File: src/rtl/pwm_timer_pkg.sv
package pwm_timer_pkg;

  localparam int BASE_RES = 8;
  localparam int MAX_RES  = 10;
  localparam int CNT_W    = MAX_RES;
  localparam int NUM_CH   = 2;

  typedef logic [CNT_W-1:0] cnt_t;

  typedef enum logic [1:0] {
    OUT_OFF    = 2'b00,
    OUT_RSVD   = 2'b01,
    OUT_NORMAL = 2'b10,
    OUT_INVERT = 2'b11
  } out_mode_e;

  // End value of the count for a resolution code; codes past the widest clip to it.
  function automatic cnt_t top_for_res(input logic [1:0] res);
    int unsigned bits;
    bits = BASE_RES + int'(res);
    if (bits > MAX_RES) bits = MAX_RES;
    return cnt_t'((32'd1 << bits) - 32'd1);
  endfunction

  // Pin level for a raw (non-inverted) waveform level under an output mode.
  function automatic logic pin_level(input out_mode_e mode, input logic lvl);
    case (mode)
      OUT_NORMAL: return lvl;
      OUT_INVERT: return ~lvl;
      default:    return 1'b0;
    endcase
  endfunction

endpackage

File: src/rtl/pwm_slope_counter.sv
module pwm_slope_counter
  import pwm_timer_pkg::*;
(
  input  logic clk,
  input  logic rst_n,
  input  logic fast,
  input  cnt_t top,
  output cnt_t cnt,
  output logic up,
  output logic at_top
);

  cnt_t cnt_nxt;
  logic up_nxt;

  always_comb begin
    cnt_nxt = cnt;
    up_nxt  = up;
    if (fast) begin
      up_nxt  = 1'b1;
      cnt_nxt = (cnt >= top) ? '0 : cnt + 1'b1;
    end else if (up) begin
      if (cnt >= top) begin
        cnt_nxt = cnt - 1'b1;
        up_nxt  = 1'b0;
      end else if (cnt == top - 1'b1) begin
        cnt_nxt = top;
        up_nxt  = 1'b0;
      end else begin
        cnt_nxt = cnt + 1'b1;
      end
    end else begin
      if (cnt == '0) begin
        cnt_nxt = cnt + 1'b1;
        up_nxt  = 1'b1;
      end else if (cnt == cnt_t'(1)) begin
        cnt_nxt = '0;
        up_nxt  = 1'b1;
      end else begin
        cnt_nxt = cnt - 1'b1;
      end
    end
  end

  always_ff @(posedge clk or negedge rst_n) begin
    if (!rst_n) begin
      cnt <= '0;
      up  <= 1'b1;
    end else begin
      cnt <= cnt_nxt;
      up  <= up_nxt;
    end
  end

  assign at_top = (cnt == top);

  AST_DUAL_SLOPE_STEP: assert property (@(posedge clk) disable iff (!rst_n)
    ($past(rst_n) && !$past(fast)) |->
      ((cnt == $past(cnt) + 1'b1) || (cnt == $past(cnt) - 1'b1)));

  AST_TOP_TURNS_DOWN: assert property (@(posedge clk) disable iff (!rst_n)
    ($past(rst_n) && !$past(fast) && ($past(cnt) == $past(top))) |-> !up);

  AST_SINGLE_SLOPE_WRAP: assert property (@(posedge clk) disable iff (!rst_n)
    ($past(rst_n) && $past(fast) && ($past(cnt) >= $past(top))) |-> (cnt == '0));

  AST_SINGLE_SLOPE_BOUND: assert property (@(posedge clk) disable iff (!rst_n)
    ($past(rst_n) && $past(fast)) |-> (up && (cnt <= $past(top))));

endmodule

File: src/rtl/pwm_out_channel.sv
module pwm_out_channel
  import pwm_timer_pkg::*;
#(
  parameter int CMP_W = 16
) (
  input  logic             clk,
  input  logic             rst_n,
  input  logic             fast,
  input  cnt_t             cnt,
  input  logic             up,
  input  logic             at_top,
  input  cnt_t             top,
  input  logic [CMP_W-1:0] cmp_in,
  input  logic [1:0]       mode,
  output logic             pwm
);

  cnt_t active_cmp;
  cnt_t staged_cmp;
  logic lvl;
  logic match;

  // Only the resolution bits survive; TOP doubles as the mask.
  assign staged_cmp = cnt_t'(cmp_in & CMP_W'(top));
  assign match      = (cnt == active_cmp);

  always_ff @(posedge clk or negedge rst_n) begin
    if (!rst_n) active_cmp <= '0;
    else if (at_top) active_cmp <= staged_cmp;
  end

  always_ff @(posedge clk or negedge rst_n) begin
    if (!rst_n) begin
      lvl <= 1'b0;
    end else if (fast) begin
      if (at_top) lvl <= (staged_cmp != '0);
      else if (match) lvl <= 1'b0;
    end else if (match) begin
      lvl <= ~up;
    end
  end

  assign pwm = pin_level(out_mode_e'(mode), lvl);

  AST_LOAD_ONLY_AT_TOP: assert property (@(posedge clk) disable iff (!rst_n)
    ($past(rst_n) && !$past(at_top)) |-> (active_cmp == $past(active_cmp)));

  AST_DUAL_RISE_ON_FALLING: assert property (@(posedge clk) disable iff (!rst_n)
    ($past(rst_n) && !$past(fast) && $rose(lvl)) |-> (!$past(up) && $past(match)));

  AST_DUAL_FALL_ON_RISING: assert property (@(posedge clk) disable iff (!rst_n)
    ($past(rst_n) && !$past(fast) && $fell(lvl)) |-> ($past(up) && $past(match)));

  AST_SINGLE_FALL_ON_MATCH: assert property (@(posedge clk) disable iff (!rst_n)
    ($past(rst_n) && $past(fast) && $fell(lvl)) |-> ($past(match) || $past(at_top)));

endmodule

File: src/rtl/pwm_dual_timer.sv
module pwm_dual_timer
  import pwm_timer_pkg::*;
#(
  parameter int CMP_W = 16
) (
  input  logic             clk,
  input  logic             rst_n,
  input  logic [1:0]       res_sel,
  input  logic             fast_mode,
  input  logic [CMP_W-1:0] cmp_a,
  input  logic [CMP_W-1:0] cmp_b,
  input  logic [1:0]       mode_a,
  input  logic [1:0]       mode_b,
  output logic             pwm_a,
  output logic             pwm_b,
  output logic [CNT_W-1:0] count,
  output logic             count_up
);

  cnt_t top;
  cnt_t cnt;
  logic up;
  logic at_top;

  logic [CMP_W-1:0] cmp_arr  [NUM_CH];
  logic [1:0]       mode_arr [NUM_CH];
  logic             pwm_arr  [NUM_CH];

  assign top = top_for_res(res_sel);

  assign cmp_arr[0]  = cmp_a;
  assign cmp_arr[1]  = cmp_b;
  assign mode_arr[0] = mode_a;
  assign mode_arr[1] = mode_b;

  pwm_slope_counter u_counter (
    .clk    (clk),
    .rst_n  (rst_n),
    .fast   (fast_mode),
    .top    (top),
    .cnt    (cnt),
    .up     (up),
    .at_top (at_top)
  );

  for (genvar ch = 0; ch < NUM_CH; ch++) begin : g_chan
    pwm_out_channel #(.CMP_W(CMP_W)) u_chan (
      .clk    (clk),
      .rst_n  (rst_n),
      .fast   (fast_mode),
      .cnt    (cnt),
      .up     (up),
      .at_top (at_top),
      .top    (top),
      .cmp_in (cmp_arr[ch]),
      .mode   (mode_arr[ch]),
      .pwm    (pwm_arr[ch])
    );
  end

  assign pwm_a    = pwm_arr[0];
  assign pwm_b    = pwm_arr[1];
  assign count    = cnt;
  assign count_up = up;

endmodule

File: config.mk
export PLATFORM = sky130hd
export DESIGN_NAME = pwm_dual_timer
export DESIGN_NICKNAME = d
export VERILOG_FILES = /design/src/rtl/pwm_timer_pkg.sv /design/src/rtl/pwm_slope_counter.sv /design/src/rtl/pwm_out_channel.sv /design/src/rtl/pwm_dual_timer.sv
export SDC_FILE = /design/constraint.sdc
export NUM_CORES = 1
export LEC_CHECK = 0
export BUFFER_PORTS_ARGS = -buffer_cell sky130_fd_sc_hd__clkbuf_2
export CORE_UTILIZATION = 30
export CTS_CLUSTER_DIAMETER = 30
export CTS_CLUSTER_SIZE = 8
export DETAILED_ROUTE_END_ITERATION = 10
export PLACE_DENSITY = 0.5
export SLEW_MARGIN = 0
export SYNTH_ARGS = -nofsm -noshare
export SYNTH_HDL_FRONTEND = slang
export SYNTH_SLANG_ARGS = --single-unit
File: constraint.sdc
create_clock -name clk -period 4.9 [get_ports clk]
set_clock_uncertainty 0.15 [all_clocks]
set_input_delay 0.98 -clock clk [delete_from_list [all_inputs] [get_ports clk]]
set_output_delay 0.98 -clock clk [all_outputs]
set_load 0.005 [all_outputs]
## Word level (Yosys, flattened, before mapping)

Index checks and enable logic that the tools add are counted.

| cells by class | value |
|---|---|
| $add $sub $neg | 5 |
| order comparisons | 2 |
| equal/unequal tests | 9 |
| shift-type cells | 1 |
| multiplexer cells | 24 |
| bitwise logic cells | 5 |
| reduce and logical (&&, ||, !) cells | 9 |

Operators with widths:

| kind | number |
|---|---|
| $mux 10 | 7 |
| $eq 10x10->1 | 4 |
| $sub 10x1->10 const B | 3 |
| $and 10x10->10 | 2 |
| $reduce_bool 10->1 | 2 |
| $mux 1 | 14 |
| $add 10x1->10 const B | 1 |
| $eq 10x1->1 const B | 1 |
| $ge 10x10->1 | 1 |
| $logic_not 10->1 | 1 |
| $shl 1x5->10 const A | 1 |
| $eq 2x2->1 const B | 4 |
| $reduce_bool 2->1 | 4 |
| $add 4x2->5 const A | 1 |
| $gt 5x4->1 const B | 1 |
| $mux 5 | 1 |
| $pmux 1 s2 | 2 |
| $reduce_and 2->1 | 2 |
| $not 1->1 | 3 |

| word-level totals | value |
|---|---|
| register bits after elaboration | 33 |
| bits of input ports | 41 |
| output and inout bits | 13 |
| word-level logic and storage cells | 61 |

## Longest topological paths before layout

| logic depth | value |
|---|---|
| word-level depth | 11 |
| depth in mapped cells | 9 |
| mapped depth without buffers | 7 |

## Cells and area by module

From an unflattened synthesis, not the netlist that was laid out.

| second synthesis, totals | value |
|---|---|
| cell total of the unflattened synthesis | 338 |
| area total of the unflattened synthesis | 2886.5 um^2 |

By module, submodules not included:

| module | times used | cells each | area each (um^2) | sequential area each (um^2) |
|---|---|---|---|---|
| pwm_slope_counter | 1 | 195 | 1589.0 | 276.5 |
| pwm_out_channel | 2 | 70 | 641.9 | 275.3 |
| pwm_dual_timer | 1 | 3 | 13.8 | 0.0 |

## Worst setup path after synthesis

Ideal clock, no wire load.

| timing | value |
|---|---|
| path type | in2reg |
| from | in res_sel[1] |
| to | reg u_counter.cnt[5] |
| setup time | 0.122 ns |
| data arrival time | 2.675 ns |
| setup slack | 1.954 ns |
| cell stages on the path | 9 |
| buffers on the path | 2 |
| path through | clkbuf_1 nor2_1 ha_1 and3_1 clkbuf_1 a31oi_1 nor2_1 o221a_2 a32o_1 |

| between the ends | value |
|---|---|
| cells in the longest elaborated chain, start to end | 11 |
| elaborated cells between the ends (all ways) | 13 |

Ends and longest elaborated chain:

| element | RTL line | source |
|---|---|---|
| from (decl) | pwm_dual_timer.sv:8 | `input logic [1:0] res_sel,` |
| $add 4x2->5 * | pwm_timer_pkg.sv:20 | `bits = BASE_RES + int'(res);` |
| $gt 5x4->1 | pwm_timer_pkg.sv:21 | `if (bits > MAX_RES) bits = MAX_RES;` |
| $mux 5 * | pwm_timer_pkg.sv:21 |  |
| $shl 1x5->10 * | pwm_timer_pkg.sv:22 | `return cnt_t'((32'd1 << bits) - 32'd1);` |
| $sub 10x1->10 * | pwm_timer_pkg.sv:22 |  |
| $sub 10x1->10 | pwm_slope_counter.sv:26 | `end else if (cnt == top - 1'b1) begin` |
| $eq 10x10->1 | pwm_slope_counter.sv:26 |  |
| $mux 10 | pwm_slope_counter.sv:26 |  |
| $mux 10 | pwm_slope_counter.sv:23 | `if (cnt >= top) begin` |
| $mux 10 | pwm_slope_counter.sv:22 | `end else if (up) begin` |
| $mux 10 * | pwm_slope_counter.sv:19 | `if (fast) begin` |
| net u_counter.cnt_nxt[5] | pwm_slope_counter.sv:13 | `cnt_t cnt_nxt;` |
| to (signal assigned) | pwm_slope_counter.sv:50 | `cnt <= cnt_nxt;` |
| to (decl) | pwm_slope_counter.sv:8 | `output cnt_t cnt,` |

The timed path passes the listed nets; every way through them passes the cells marked *.
A chain may end at the register's enable or synchronous reset.

## Final worst setup path

| timing | value |
|---|---|
| from | in res_sel[1] |
| to | reg g_chan[1].u_chan.lvl |

| between the ends | value |
|---|---|
| cells in the longest elaborated chain, start to end | 9 |
| elaborated cells between the ends (all ways) | 12 |

Ends and longest elaborated chain:

| element | RTL line | source |
|---|---|---|
| $add 4x2->5 * | pwm_timer_pkg.sv:20 |  |
| $gt 5x4->1 | pwm_timer_pkg.sv:21 |  |
| $mux 5 * | pwm_timer_pkg.sv:21 |  |
| $shl 1x5->10 * | pwm_timer_pkg.sv:22 |  |
| $sub 10x1->10 * | pwm_timer_pkg.sv:22 |  |
| $and 10x10->10 | pwm_out_channel.sv:24 | `assign staged_cmp = cnt_t'(cmp_in & CMP_W'(top));` |
| $reduce_bool 10->1 | pwm_out_channel.sv:36 | `if (at_top) lvl <= (staged_cmp != '0);` |
| $mux 1 | pwm_out_channel.sv:36 |  |
| $mux 1 | pwm_out_channel.sv:35 | `end else if (fast) begin` |
| to (signal assigned) | pwm_out_channel.sv:36 |  |
| to (signal assigned) | pwm_out_channel.sv:39 | `lvl <= ~up;` |
| to (decl) | pwm_out_channel.sv:20 | `logic lvl;` |

Every way passes the cells marked *; elsewhere a longest branch is shown, timed or not.

==> out/results.env <==
FIN_NETS=358
COREAREA_UM2=7370
SYNTH_LARGEST_AREA_CELL='dfrtp_1'
GRT_OVERFLOW_TOTAL=0
HEIGHT_OF_THE_CHIP_UM=90.0
NUM_VIAS=2090
ASYNC_FLOP_SHARE=1.00
PLACE.PORT_BUFFERS=41
DETAIL_ROUTE.WL_PER_CELL_UM=14.9
SYN-CELL-AREA_UM2=2320
WORST_SLEW_MARGIN_REL=0.411
TIMING.CRITICAL_PATH.BUF_INV=1
SETUP.WORST_PATH.END_CLASS='register'
POST-SYNTH-TOP-AREA-FRACTION=0.344
CTSHTREEMAXLEVEL=2
INITIAL_CORE_UTIL=0.315
SYNTH_ENABLE_FLOP_CELLS=0
CRITPATHMAXFANOUT=24
WIRE_LENGTH_OF_THE_FIRST_GLOBAL_ROUTING_PASS_UM=10600
DRT-INITIAL-DRC-COUNT=133
PLACE.DETAILED.HPWL_UM=4410
YS_TYPES=49
HOLD_PATH.CLASS='reg2reg'
NUM_IO_PINS=54
SYNTH_WARNINGS=0
CRITPATHREQUIREDTIME_NS=4.91
TOTAL_WIRELENGTH_OF_THE_DETAILED_ROUTED_DESIGN_UM=6120
ROUTE.DETAILED.VIAS_PER_INST=5.10
POSTLAYOUTCOREUTIL=0.360
TIMING.FINAL.CRIT_SHARE=0.621
REMAINING_DESIGN_RULE_VIOLATION_COUNT=0
POST_CTS.REPAIR.SETUP_BUFFERS=0
GRT_ANTENNA_BEFORE_REPAIR=0
TOP_AREA_CELLS_IN_THE_SYNTHESIZED_NETLIST='dfrtp_1 (34%), nand2_1 (10%), xor2_1 (7.5%)'
CTS-RESIZED-GATES=0
LEAKAGE_uW=0.00129
WORST_HOLD_MARGIN_NS=0.344
CRITPATHMAXSTAGEDELAY_NS=0.66
STATUS='finished, final reports clean'
DP_CELLS=403
AREA_GROWTH_PCT=14.1
GRT_MAX_DEGREE=34
CLK_LATENCY_NS=0.29
FIN_SETUP_TNS_NS=0
CRIT_PATH_START_KIND='input pin'
FMAXACHIEVABLE_MHz=329
FINALHOLDVIOLATIONS=0
CRIT_PATH_CELL_TRACE='clkbuf_2 > nor2_1 > ha_1 > and3_1 > nand3_1 > o211ai_1 > o211ai_1'
SLEW_VIOL_FINAL=0
SYNTHESIS.NETS=332
FIN_CRIT_NS=3.04
SYNTH_CELLS=285
MAX-VDD-IR-DROP_V=0.000125
CLOCK_SINKS=33
YS_FF_LATCH=33
MAX_CAP_VIOLATIONS=0
P_PER_CELL_AREA_nW_PER_UM2=471
DATA_ARRIVAL_TIME_OF_THE_CRITICAL_PATH_NS=3.05
GRT_PASS1_VIAS=2021
DESIGN.DIE.AREA_UM2=8110
PATH_COMMON_CELL='o211ai_1'
RSZ_0062_RAISED_AFTER_GLOBAL_ROUTING='no'
CRIT_PATH_TOP_DELAY_CELL='nand3_1'
DIE-WIDTH_UM=90.0
STDCELL_COUNT=410
PLACE_CONGESTION=0.829
PLACEMENT_ROWS=31
CLOCKBUFFERDEPTH=2
WORST_PATH_DOMINANT_CELL_FAMILY='simple AND/OR/NAND/NOR gates'
WORST_SLEW_PIN_SLEW_NS=0.882
SETUP_VIOL_COUNT_FINAL=0
DETAILEDROUTE.FIRSTPASSITERATIONCOUNT=4
WORST-SETUP-PATH-TYPE='in2reg'
WORST_SETUP_HOLD_PATH_CLK_SLEW_NS=0.07
TRITONCTS='done'
GRT.TOTAL_USAGE=0.161
CTS-ROOT-BUF='clkbuf_8'
NUM_ANTENNA_CELLS=0
POST_ROUTE_CELLS_DRIVE_ABOVE_1_SHARE=0.177
CTSHOLDBUFFERS=0
NUMCTSBUFFERS=5
YS.FLOP_TYPE='dfrtp_1'
SYN_AVG_CELL_AREA_UM2=8.16
ANTENNA_LEFT=0
SYNTH_SEQ_AREA_SHARE=0.356
## power by group
part,internal [uW],leakage [uW],switching [uW]
clock,148,0.0000540,107
combinational,258,0.000793,257
sequential,320,0.000440,160
## Yosys cell counts, types with 6 or more instances
cell and n:
ha_1 6, o21ai_0 11, nor3_1 6, nand2_1 65
a21oi_1 6, o211ai_1 8, nor2_1 16, nor4_1 9
nand3_1 11, and3_1 6, xor2_1 20, xnor2_1 16
dfrtp_1 32, clkbuf_1 14
## per-stage QoR
stage          area (um^2)  worst slack, ns  total power (uW)
2_1_floorplan         2320             1.95               846
3_3_place_gp          2550             1.57               997
3_5_place_dp          2550             1.53              1000
4_1_cts               2650             1.84              1260
5_1_grt               2650             1.61              1350
6_report              2650             1.86              1250
## final cells by class
cell class	instances	area [um^2]
well taps	99	124
inverters	4	15.0
fillers	789	4720
repair buffers	41	205
clock inverters	2	35.0
clock buffers	5	68.8
flip-flops and latches	33	827
multi-input cells	226	1380
## layout by cell type (no fill, tap or decap), types with 2 or more instances in the layout
cell,count
a21oi_1,6
a31oi_1,3
a32oi_1,2
and2_1,4
and3_1,6
clkbuf_2,41
clkbuf_8,5
dfrtp_1,32
ha_1,6
inv_1,4
nand2_1,65
nand3_1,11
nand4_1,4
nor2_1,16
nor2b_1,3
nor3_1,6
nor4_1,9
o211ai_1,8
o21a_1,2
o21ai_0,11
o22ai_1,2
or3_1,4
or4_1,2
xnor2_1,16
xor2_1,20
## metal layers
layer	GRT usage	wire length, um	up-vias
met3	0.0296	315	6
met5	0	0	-
met1	0.238	3140	976
met4	0.0376	68	0
li1	-	-	1042
met2	0.242	2600	66
## cell families (layout without fill, tap and decap cells)
logic type / after synthesis / count (layout) / synth area share
muxes: 1 / 1 / 0.00969
xor gates and xnor gates: 36 / 36 / 0.136
and+or+nand+nor: 138 / 138 / 0.284
buffers and inverters: 26 / 52 / 0.0517
AOI/OAI and AO/OA: 45 / 45 / 0.131
DFF: 33 / 33 / 0.356
adders and majority gates: 6 / 6 / 0.0323
## registers in the layout, summed over array words and instances, names as in the netlist
signal / flops
g_chan.u_chan.active_cmp: 20
g_chan.u_chan.lvl: 2
u_counter.cnt: 10
u_counter.up: 1
## path summary, 6_finish.rpt
check                                                    start                        endpoint  slack (ns)  cells past startpoint
worst min register to register  g_chan[1].u_chan.active_cmp[9]  g_chan[1].u_chan.active_cmp[9]        0.34                      2
worst max register to register                u_counter.cnt[1]            g_chan[1].u_chan.lvl        2.15                      5
max in group asynchronous                                rst_n                u_counter.cnt[8]        3.41                      1
worst max-delay path                                res_sel[1]            g_chan[1].u_chan.lvl        1.86                      7
worst min-delay path            g_chan[1].u_chan.active_cmp[9]  g_chan[1].u_chan.active_cmp[9]        0.34                      2
min in group asynchronous                                rst_n                u_counter.cnt[4]        0.64                      1
## worst register-to-register path, cell delays in order (launching register included)
cell      delay (ns)
dfrtp_1         0.60
ha_1            0.32
and3_1          0.36
nand3_1         0.67
o211ai_1        0.40
o211ai_1        0.12
Power figures use the tool's default switching activity.
